### src/rtl/dircoh_pkg.sv
package dircoh_pkg;
    typedef enum logic [1:0] {
        LS_I = 2'd0,
        LS_S = 2'd1,
        LS_M = 2'd2
    } line_st_e;
endpackage

### src/rtl/dircoh_req_fifo.sv
module dircoh_req_fifo #(
    parameter int W     = 8,
    parameter int DEPTH = 4
) (
    input  logic         clk_i,
    input  logic         rst_ni,
    input  logic         push_i,
    input  logic [W-1:0] data_i,
    input  logic         pop_i,
    output logic [W-1:0] data_o,
    output logic         empty_o,
    output logic         full_o
);
    localparam int PTR_W = (DEPTH > 1) ? $clog2(DEPTH) : 1;
    localparam int CNT_W = $clog2(DEPTH + 1);

    typedef struct packed {
        logic [DEPTH-1:0][W-1:0] slot;
        logic [PTR_W-1:0]        wptr;
        logic [PTR_W-1:0]        rptr;
        logic [CNT_W-1:0]        cnt;
    } fifo_t;

    fifo_t f_d, f_q;

    assign data_o  = f_q.slot[f_q.rptr];
    assign empty_o = (f_q.cnt == '0);
    assign full_o  = (f_q.cnt == CNT_W'(DEPTH));

    always_comb begin
        logic do_push, do_pop;
        f_d     = f_q;
        do_push = push_i && !full_o;
        do_pop  = pop_i && !empty_o;
        if (do_push) begin
            f_d.slot[f_q.wptr] = data_i;
            f_d.wptr = (f_q.wptr == PTR_W'(DEPTH - 1)) ? '0 : f_q.wptr + 1'b1;
        end
        if (do_pop) begin
            f_d.rptr = (f_q.rptr == PTR_W'(DEPTH - 1)) ? '0 : f_q.rptr + 1'b1;
        end
        if (do_push && !do_pop) f_d.cnt = f_q.cnt + 1'b1;
        else if (do_pop && !do_push) f_d.cnt = f_q.cnt - 1'b1;
    end

    always_ff @(posedge clk_i) begin
        if (!rst_ni) f_q <= '0;
        else         f_q <= f_d;
    end
endmodule

### src/rtl/dircoh_target_sel.sv
module dircoh_target_sel
    import dircoh_pkg::*;
#(
    parameter int NPROC = 4,
    parameter int PID_W = 2,
    parameter int CNT_W = 3
) (
    input  line_st_e         st_i,
    input  logic [PID_W-1:0] owner_i,
    input  logic [NPROC-1:0] sharers_i,
    input  logic [PID_W-1:0] src_i,
    input  logic             write_i,
    output logic [NPROC-1:0] mask_o,
    output logic             read_o,
    output logic [CNT_W-1:0] cnt_o
);
    logic [NPROC-1:0] src_bit, own_bit;

    assign src_bit = NPROC'(1) << src_i;
    assign own_bit = NPROC'(1) << owner_i;

    always_comb begin
        mask_o = '0;
        read_o = !write_i;
        if (write_i) begin
            if (st_i == LS_S)      mask_o = sharers_i & ~src_bit;
            else if (st_i == LS_M) mask_o = own_bit & ~src_bit;
        end else if (st_i == LS_M && owner_i != src_i) begin
            mask_o = own_bit;
        end
        cnt_o = '0;
        for (int p = 0; p < NPROC; p++) begin
            cnt_o = cnt_o + CNT_W'(mask_o[p]);
        end
    end
endmodule

### src/rtl/dircoh_home.sv
module dircoh_home
    import dircoh_pkg::*;
#(
    parameter int          NPROC     = 4,
    parameter int          NLINES    = 4,
    parameter int          DATA_W    = 32,
    parameter int          HOME_BITS = 1,
    parameter int          HOME_ID   = 1,
    parameter int          QDEPTH    = 4,
    parameter logic [31:0] MEM_BASE  = 32'h0000_A000,
    localparam int PID_W  = $clog2(NPROC),
    localparam int LINE_W = $clog2(NLINES),
    localparam int ADDR_W = LINE_W + HOME_BITS
) (
    input  logic              clk_i,
    input  logic              rst_ni,
    input  logic              req_valid_i,
    output logic              req_ready_o,
    input  logic [PID_W-1:0]  req_src_i,
    input  logic              req_write_i,
    input  logic [ADDR_W-1:0] req_addr_i,
    input  logic              ack_valid_i,
    input  logic [PID_W-1:0]  ack_src_i,
    input  logic [ADDR_W-1:0] ack_addr_i,
    input  logic              ack_wb_i,
    input  logic [DATA_W-1:0] ack_data_i,
    output logic              fwd_valid_o,
    output logic [NPROC-1:0]  fwd_mask_o,
    output logic              fwd_read_o,
    output logic [ADDR_W-1:0] fwd_addr_o,
    output logic [PID_W-1:0]  fwd_req_o,
    output logic              rsp_valid_o,
    output logic [PID_W-1:0]  rsp_dst_o,
    output logic [ADDR_W-1:0] rsp_addr_o,
    output logic              rsp_excl_o,
    output logic [DATA_W-1:0] rsp_data_o
);
    localparam int CNT_W = $clog2(NPROC + 1);
    localparam int REQ_W = PID_W + 1 + LINE_W;
    localparam logic [HOME_BITS-1:0] HOME = HOME_BITS'(HOME_ID);

    typedef struct packed {
        line_st_e         st;
        logic [PID_W-1:0] owner;
        logic [NPROC-1:0] sharers;
        logic             busy;
        logic [CNT_W-1:0] pend_cnt;
        logic [NPROC-1:0] pend_mask;
        logic [PID_W-1:0] pend_src;
        logic             pend_wr;
    } entry_t;

    typedef struct packed {
        entry_t [NLINES-1:0]            ent;
        logic [NLINES-1:0][DATA_W-1:0]  mem;
        logic                           fwd_valid;
        logic [NPROC-1:0]               fwd_mask;
        logic                           fwd_read;
        logic [ADDR_W-1:0]              fwd_addr;
        logic [PID_W-1:0]               fwd_req;
        logic                           rsp_valid;
        logic [PID_W-1:0]               rsp_dst;
        logic [ADDR_W-1:0]              rsp_addr;
        logic                           rsp_excl;
        logic [DATA_W-1:0]              rsp_data;
    } dir_t;

    dir_t s_d, s_q;

    // request queue
    logic             q_push, q_pop, q_empty, q_full;
    logic [REQ_W-1:0] q_in, q_head;
    logic [PID_W-1:0] h_src;
    logic             h_wr;
    logic [LINE_W-1:0] h_line;

    assign q_push      = req_valid_i && !q_full
                         && (req_addr_i[ADDR_W-1 -: HOME_BITS] == HOME);
    assign q_in        = {req_src_i, req_write_i, req_addr_i[LINE_W-1:0]};
    assign req_ready_o = !q_full;
    assign {h_src, h_wr, h_line} = q_head;

    dircoh_req_fifo #(
        .W     (REQ_W),
        .DEPTH (QDEPTH)
    ) u_queue (
        .clk_i   (clk_i),
        .rst_ni  (rst_ni),
        .push_i  (q_push),
        .data_i  (q_in),
        .pop_i   (q_pop),
        .data_o  (q_head),
        .empty_o (q_empty),
        .full_o  (q_full)
    );

    // who must be contacted for the request at the head
    entry_t           h_ent;
    logic [NPROC-1:0] t_mask;
    logic             t_read;
    logic [CNT_W-1:0] t_cnt;

    assign h_ent = s_q.ent[h_line];

    dircoh_target_sel #(
        .NPROC (NPROC),
        .PID_W (PID_W),
        .CNT_W (CNT_W)
    ) u_tsel (
        .st_i      (h_ent.st),
        .owner_i   (h_ent.owner),
        .sharers_i (h_ent.sharers),
        .src_i     (h_src),
        .write_i   (h_wr),
        .mask_o    (t_mask),
        .read_o    (t_read),
        .cnt_o     (t_cnt)
    );

    always_comb begin
        logic [LINE_W-1:0] a_line;
        logic              ack_ok;
        logic              ack_done;
        entry_t            ae;
        a_line   = ack_addr_i[LINE_W-1:0];
        ae       = s_q.ent[a_line];
        s_d      = s_q;
        s_d.fwd_valid = 1'b0;
        s_d.rsp_valid = 1'b0;
        q_pop    = 1'b0;
        ack_done = 1'b0;

        // acknowledgement path
        ack_ok = ack_valid_i && (ack_addr_i[ADDR_W-1 -: HOME_BITS] == HOME)
                 && ae.busy && ae.pend_mask[ack_src_i];
        if (ack_ok) begin
            s_d.ent[a_line].pend_mask[ack_src_i] = 1'b0;
            s_d.ent[a_line].pend_cnt = ae.pend_cnt - 1'b1;
            if (ack_wb_i) s_d.mem[a_line] = ack_data_i;
            if (ae.pend_cnt == CNT_W'(1)) begin
                ack_done = 1'b1;
                s_d.ent[a_line].busy = 1'b0;
                s_d.rsp_valid = 1'b1;
                s_d.rsp_dst   = ae.pend_src;
                s_d.rsp_addr  = {HOME, a_line};
                s_d.rsp_data  = ack_wb_i ? ack_data_i : s_q.mem[a_line];
                s_d.rsp_excl  = ae.pend_wr;
                if (ae.pend_wr) begin
                    s_d.ent[a_line].st      = LS_M;
                    s_d.ent[a_line].owner   = ae.pend_src;
                    s_d.ent[a_line].sharers = '0;
                end else begin
                    s_d.ent[a_line].st      = LS_S;
                    s_d.ent[a_line].sharers = (NPROC'(1) << ae.owner)
                                            | (NPROC'(1) << ae.pend_src);
                end
            end
        end

        // dispatch path: one message port use per cycle
        if (!q_empty && !h_ent.busy && !ack_done) begin
            q_pop = 1'b1;
            if (t_cnt == '0) begin
                s_d.rsp_valid = 1'b1;
                s_d.rsp_dst   = h_src;
                s_d.rsp_addr  = {HOME, h_line};
                s_d.rsp_data  = s_q.mem[h_line];
                s_d.rsp_excl  = h_wr;
                if (h_wr) begin
                    s_d.ent[h_line].st      = LS_M;
                    s_d.ent[h_line].owner   = h_src;
                    s_d.ent[h_line].sharers = '0;
                end else if (h_ent.st != LS_M) begin
                    s_d.ent[h_line].st      = LS_S;
                    s_d.ent[h_line].sharers = h_ent.sharers | (NPROC'(1) << h_src);
                end
            end else begin
                s_d.fwd_valid = 1'b1;
                s_d.fwd_mask  = t_mask;
                s_d.fwd_read  = t_read;
                s_d.fwd_addr  = {HOME, h_line};
                s_d.fwd_req   = h_src;
                s_d.ent[h_line].busy      = 1'b1;
                s_d.ent[h_line].pend_cnt  = t_cnt;
                s_d.ent[h_line].pend_mask = t_mask;
                s_d.ent[h_line].pend_src  = h_src;
                s_d.ent[h_line].pend_wr   = h_wr;
            end
        end
    end

    always_ff @(posedge clk_i) begin
        if (!rst_ni) begin
            s_q <= '0;
            for (int k = 0; k < NLINES; k++) begin
                s_q.mem[k] <= DATA_W'(MEM_BASE + 32'(k));
            end
        end else begin
            s_q <= s_d;
        end
    end

    assign fwd_valid_o = s_q.fwd_valid;
    assign fwd_mask_o  = s_q.fwd_mask;
    assign fwd_read_o  = s_q.fwd_read;
    assign fwd_addr_o  = s_q.fwd_addr;
    assign fwd_req_o   = s_q.fwd_req;
    assign rsp_valid_o = s_q.rsp_valid;
    assign rsp_dst_o   = s_q.rsp_dst;
    assign rsp_addr_o  = s_q.rsp_addr;
    assign rsp_excl_o  = s_q.rsp_excl;
    assign rsp_data_o  = s_q.rsp_data;
endmodule

### config.mk
export PLATFORM = sky130hd
export DESIGN_NAME = dircoh_home
export DESIGN_NICKNAME = d
export VERILOG_FILES = /design/src/rtl/dircoh_pkg.sv /design/src/rtl/dircoh_req_fifo.sv /design/src/rtl/dircoh_target_sel.sv /design/src/rtl/dircoh_home.sv
export SDC_FILE = /design/constraint.sdc
export NUM_CORES = 1
export LEC_CHECK = 0
export BUFFER_PORTS_ARGS = -buffer_cell sky130_fd_sc_hd__buf_2
export CAP_MARGIN = 20
export CORE_MARGIN = 2
export CORE_UTILIZATION = 40
export CTS_CLUSTER_SIZE = 24
export DETAILED_ROUTE_END_ITERATION = 16
export PLACE_DENSITY = 0.58
export SYNTH_ARGS = -nofsm -noshare
export SYNTH_HDL_FRONTEND = slang
export SYNTH_HIERARCHICAL = 1
export SYNTH_SLANG_ARGS = --single-unit
### constraint.sdc
create_clock -name clk_i -period 7.5 [get_ports clk_i]
set_clock_uncertainty 0.1 [all_clocks]
set_input_delay 1.5 -clock clk_i [delete_from_list [all_inputs] [get_ports clk_i]]
set_output_delay 1.5 -clock clk_i [all_outputs]
set_load 0.01 [all_outputs]
==> PnR_summary.wiki <==
{| class="wikitable"
! Metric !! Value
|-
| RSZ-0062 raised after global routing || false
|-
| Slew at the pin closest to its max-slew limit || 0.978 ns
|-
| FF-to-FF End || rsp_data_o[2]
|-
| Peak per-stage delay on the critical path || 0.79 ns
|-
| Register bit count reported by yosys || 281
|-
| Data required time of the critical path || 7.79 ns
|-
| Vias/cell || 5.71
|-
| R2r worst-path depth || 14
|-
| Yosys warns || 6
|-
| Cell depth of the worst min-delay path || 2
|-
| Number of slew-limit violations in the final report || 0
|-
| Cell type contributing the most total cell area after synthesis || dfxtp_1
|-
| Mean instance size in the synthesized netlist || 8.97 sq um
|-
| Critical Setup Path Class || reg2reg
|-
| Number of unique standard cell types used by synthesis || 69
|-
| End point of the worst hold path || fwd_addr_o[2]
|-
| Share of layout cells above drive strength 1 || 0.179
|-
| Hold_buf cts || 0
|-
| Master of the slowest instance on the critical path || mux4_2
|-
| Final Critical Period || 6.14 ns
|-
| Max FO, Critical Path || 32
|-
| Clock insertion delay at the later pin of the skew report || 0.53 ns
|-
| Detailed-router iteration count before antenna repair || 7
|-
| Dominant cell by count in the synthesized netlist || nand2_1
|-
| Clock tree root driver cell || clkbuf_16
|-
| Proportion of synthesized flip-flops having asynchronous set or reset || 0
|-
| Number of levels in the clock H-tree || 2
|-
| Total of endpoints with negative setup slack in the final report || 0
|-
| Initial Utilization || 0.404
|-
| Global routing usage summed across all routing layers || 0.224
|-
| CTS resizes || 0
|-
| Outcome || finished, final reports clean
|-
| Worst slew margin relative to its limit || 0.348
|-
| Startpoint Class || flop
|-
| Arr. time, crit path || 6.43 ns
|-
| Standard-cell rows || 69
|-
| Peak clock frequency supported by timing || 163 MHz
|-
| Worst min-delay path category || reg2reg
|-
| Setup slack after placement || 1.34 ns
|-
| Average routed wire per standard cell || 20.2 um
|-
| Area Overhead vs Synth || 10.2%
|-
| DRC || 0
|-
| Number of max-capacitance violations reported || 0
|-
| Most common library cells after synthesis || 433 x nand2_1, 281 x dfxtp_1, 161 x a21oi_1, 105 x mux2i_1, 84 x mux4_2
|-
| Count of clock tree sinks || 281
|-
| Height of the die || 193 um
|-
| Initial antenna violation count || 4
|-
| Number of I/O pins || 99
|-
| Remaining antenna violation count || 0
|-
| DPL Wire Length || 25400 um
|-
| CTS tree || built
|-
| Synthesized area || 0.0143 sq mm
|-
| Post-CTS clock slew at the launch and capture registers of the worst setup and hold paths || 0.06 ns
|-
| Count of final hold-check violations || 0
|-
| Number of enable flip-flop cells after synthesis || 0
|-
| Via count of the first global-routing pass || 11300
|-
| R2R setup slack || 1.36 ns
|-
| # nets final || 1640
|-
| Wire length of the first global-routing pass || 64900 um
|-
| Top post-synthesis cells by area || dfxtp_1 39%, mux4_2 13%, nand2_1 11%, mux2i_1 7.4%, a21oi_1 5.6%
|-
| Total overflow reported by the global router || 0
|-
| Static Leakage || 5.53 nW
|-
| Cell-by-cell listing of the critical path || mux4_2 > mux4_2 > nand3b_1 > a21o_1 > o32ai_1 > fa_1 > ha_1 > ha_1 > or3_1 > nor3_1 > nand2b_2 > nand2_1 > buf_4 > o22ai_1
|-
| Worst Min Path Start || fwd_addr_o[2]
|-
| Largest net degree at the start of global routing || 88
|-
| Maximum resistive drop on vdd || 0.141 mV
|-
| Routability congestion estimate || 0.838
|-
| PortBufs || 98
|-
| Number of instances in the synthesized netlist || 1593
|-
| Launch point of the worst reg-to-reg path || u_queue/f_q[4]
|-
| Top cell type's share of synthesized area || 0.394
|-
| Power Total || 3.96 mW
|-
| CORE AREA || 0.0354 sq mm
|-
| Sequential-to-total area share from yosys stat || 0.394
|-
| Vias after detailed routing || 11800
|-
| Category of the worst setup path capture point || flop
|-
| Power density over cell area || 251 mW/mm^2
|-
| Clock Tree Buf Depth || 3
|-
| Setup tns final || 0 ns
|-
| Leading register cell type out of synthesis || dfxtp_1
|-
| Total die area || 0.0373 sq mm
|-
| Post-detailed-routing wire length || 41600 um
|-
| Width of the die || 193 um
|-
| Initial DRC count || 895
|-
| Net Count, Synth || 1653
|-
| Post-CTS Setup Bufs || 0
|-
| Post-layout worst setup margin || 1.36 ns
|-
| Final worst path period share || 0.819
|-
| Number of CTS-inserted buffers || 34
|}
[where the power goes]
part / internal [mW] / total [mW] / switching [mW] / leakage [nW]
sequential: 1.55 / 1.60 / 0.0538 / 2.27
combinational: 0.242 / 0.683 / 0.441 / 2.70
clock: 1.01 / 1.67 / 0.654 / 0.565
total: 2.81 / 3.96 / 1.15 / 5.53
[placed cells by master (no fill, tap or decap), types with 5 or more instances in the layout]
cell       synthesis  layout
a21oi_1          161     161
clkbuf_16          0      35
nand3_1           19      19
buf_4             57      18
nand2b_1          11      10
clkinv_2           0       5
nand2_1          433     429
o31ai_1            7       7
mux4_2            84      83
clkbuf_1          57       6
nor3_1             8       8
o22ai_1           49      49
inv_1             16      15
mux2i_1          105     105
clkbuf_8           0       9
a211oi_1           9       9
nor2_1            45      45
nor2b_1           15      15
xnor2_1            6       6
a221oi_1          13      13
buf_2             39      96
and2_1             9       9
o21ai_0           59      59
dfxtp_1          281     281
ha_1              10      10
nand2_2            1       5
a31oi_1            6       6
[cell type report]
cell class              instances  area (sq um)
fillers                      3457         19600
multi-input cells            1132          7720
flip-flops and latches        281          5630
clock buffers                  50          1020
repair buffers                114           616
well taps                     461           577
clock inverters                 9           118
inverters                      17          66.3
diodes                          1          2.50
[worst max-delay path, delay by kind of cell, from the launching register on]
| kind | cells | cell delay [ns] |
|---|---|---|
| muxes | 2 | 1.37 |
| and+or+nand+nor | 5 | 1.67 |
| AOI/OAI and AO/OA | 3 | 0.83 |
| DFF | 1 | 0.52 |
| buffers and inverters | 1 | 0.39 |
| adders and majority gates | 3 | 1.09 |
[layer usage]
metal | routed length [um] | global-route usage | share of wire | vias to the layer above
li1 | - | - | - | 5548
met1 | 18500 | 0.312 | 0.44 | 5722
met2 | 19100 | 0.350 | 0.46 | 422
met3 | 2900 | 0.0371 | 0.070 | 90
met4 | 1090 | 0.0793 | 0.026 | 6
met5 | 36 | 0 | 0.00086 | -
[cell families (layout without fill, tap and decap cells)]
family / after synthesis / after routing / synth area share
compound gates: 342 / 342 / 0.141
other cells: 0 / 1 / 0
xor+xnor: 7 / 7 / 0.00429
simple gates: 580 / 580 / 0.174
flops: 281 / 281 / 0.394
buf+inv: 180 / 190 / 0.0672
mux: 191 / 191 / 0.207
fa+ha+maj: 12 / 12 / 0.0116
[stage by stage]
step	instance area (sq um)	util	hold WS, ns	instances
3_3_place_gp	14600	0.413	0.329	2005
4_1_cts	15700	0.445	0.349	2064
6_report	15700	0.445	0.342	2065
2_1_floorplan	14300	-	0.326	1593
3_5_place_dp	14600	0.413	0.341	2005
5_1_grt	15700	0.445	0.368	2065
[worst max-delay path by stage]
stage                               from        endpoint  slack, ns  depth (start not counted)
after floorplan           u_queue/f_q[3]        s_q[230]       1.80                         18
after global routing      u_queue/f_q[4]   rsp_data_o[3]       0.95                         14
after CTS                 u_queue/f_q[4]  rsp_data_o[29]       1.33                         14
final                     u_queue/f_q[4]   rsp_data_o[2]       1.36                         14
after detailed placement  u_queue/f_q[4]  rsp_data_o[18]       1.34                         14
after global placement    u_queue/f_q[4]  rsp_data_o[19]       1.44                         14
[registers in the layout, summed over array words and instances (netlist names)]
signal,cells
rsp_addr_o,3
fwd_addr_o,3
u_queue/f_q,27
rsp_dst_o,2
rsp_excl_o,1
rsp_valid_o,1
rsp_data_o,32
fwd_req_o,2
fwd_mask_o,4
s_q,204
fwd_valid_o,1
fwd_read_o,1
Note: power is estimated with default switching activity, not from simulation.
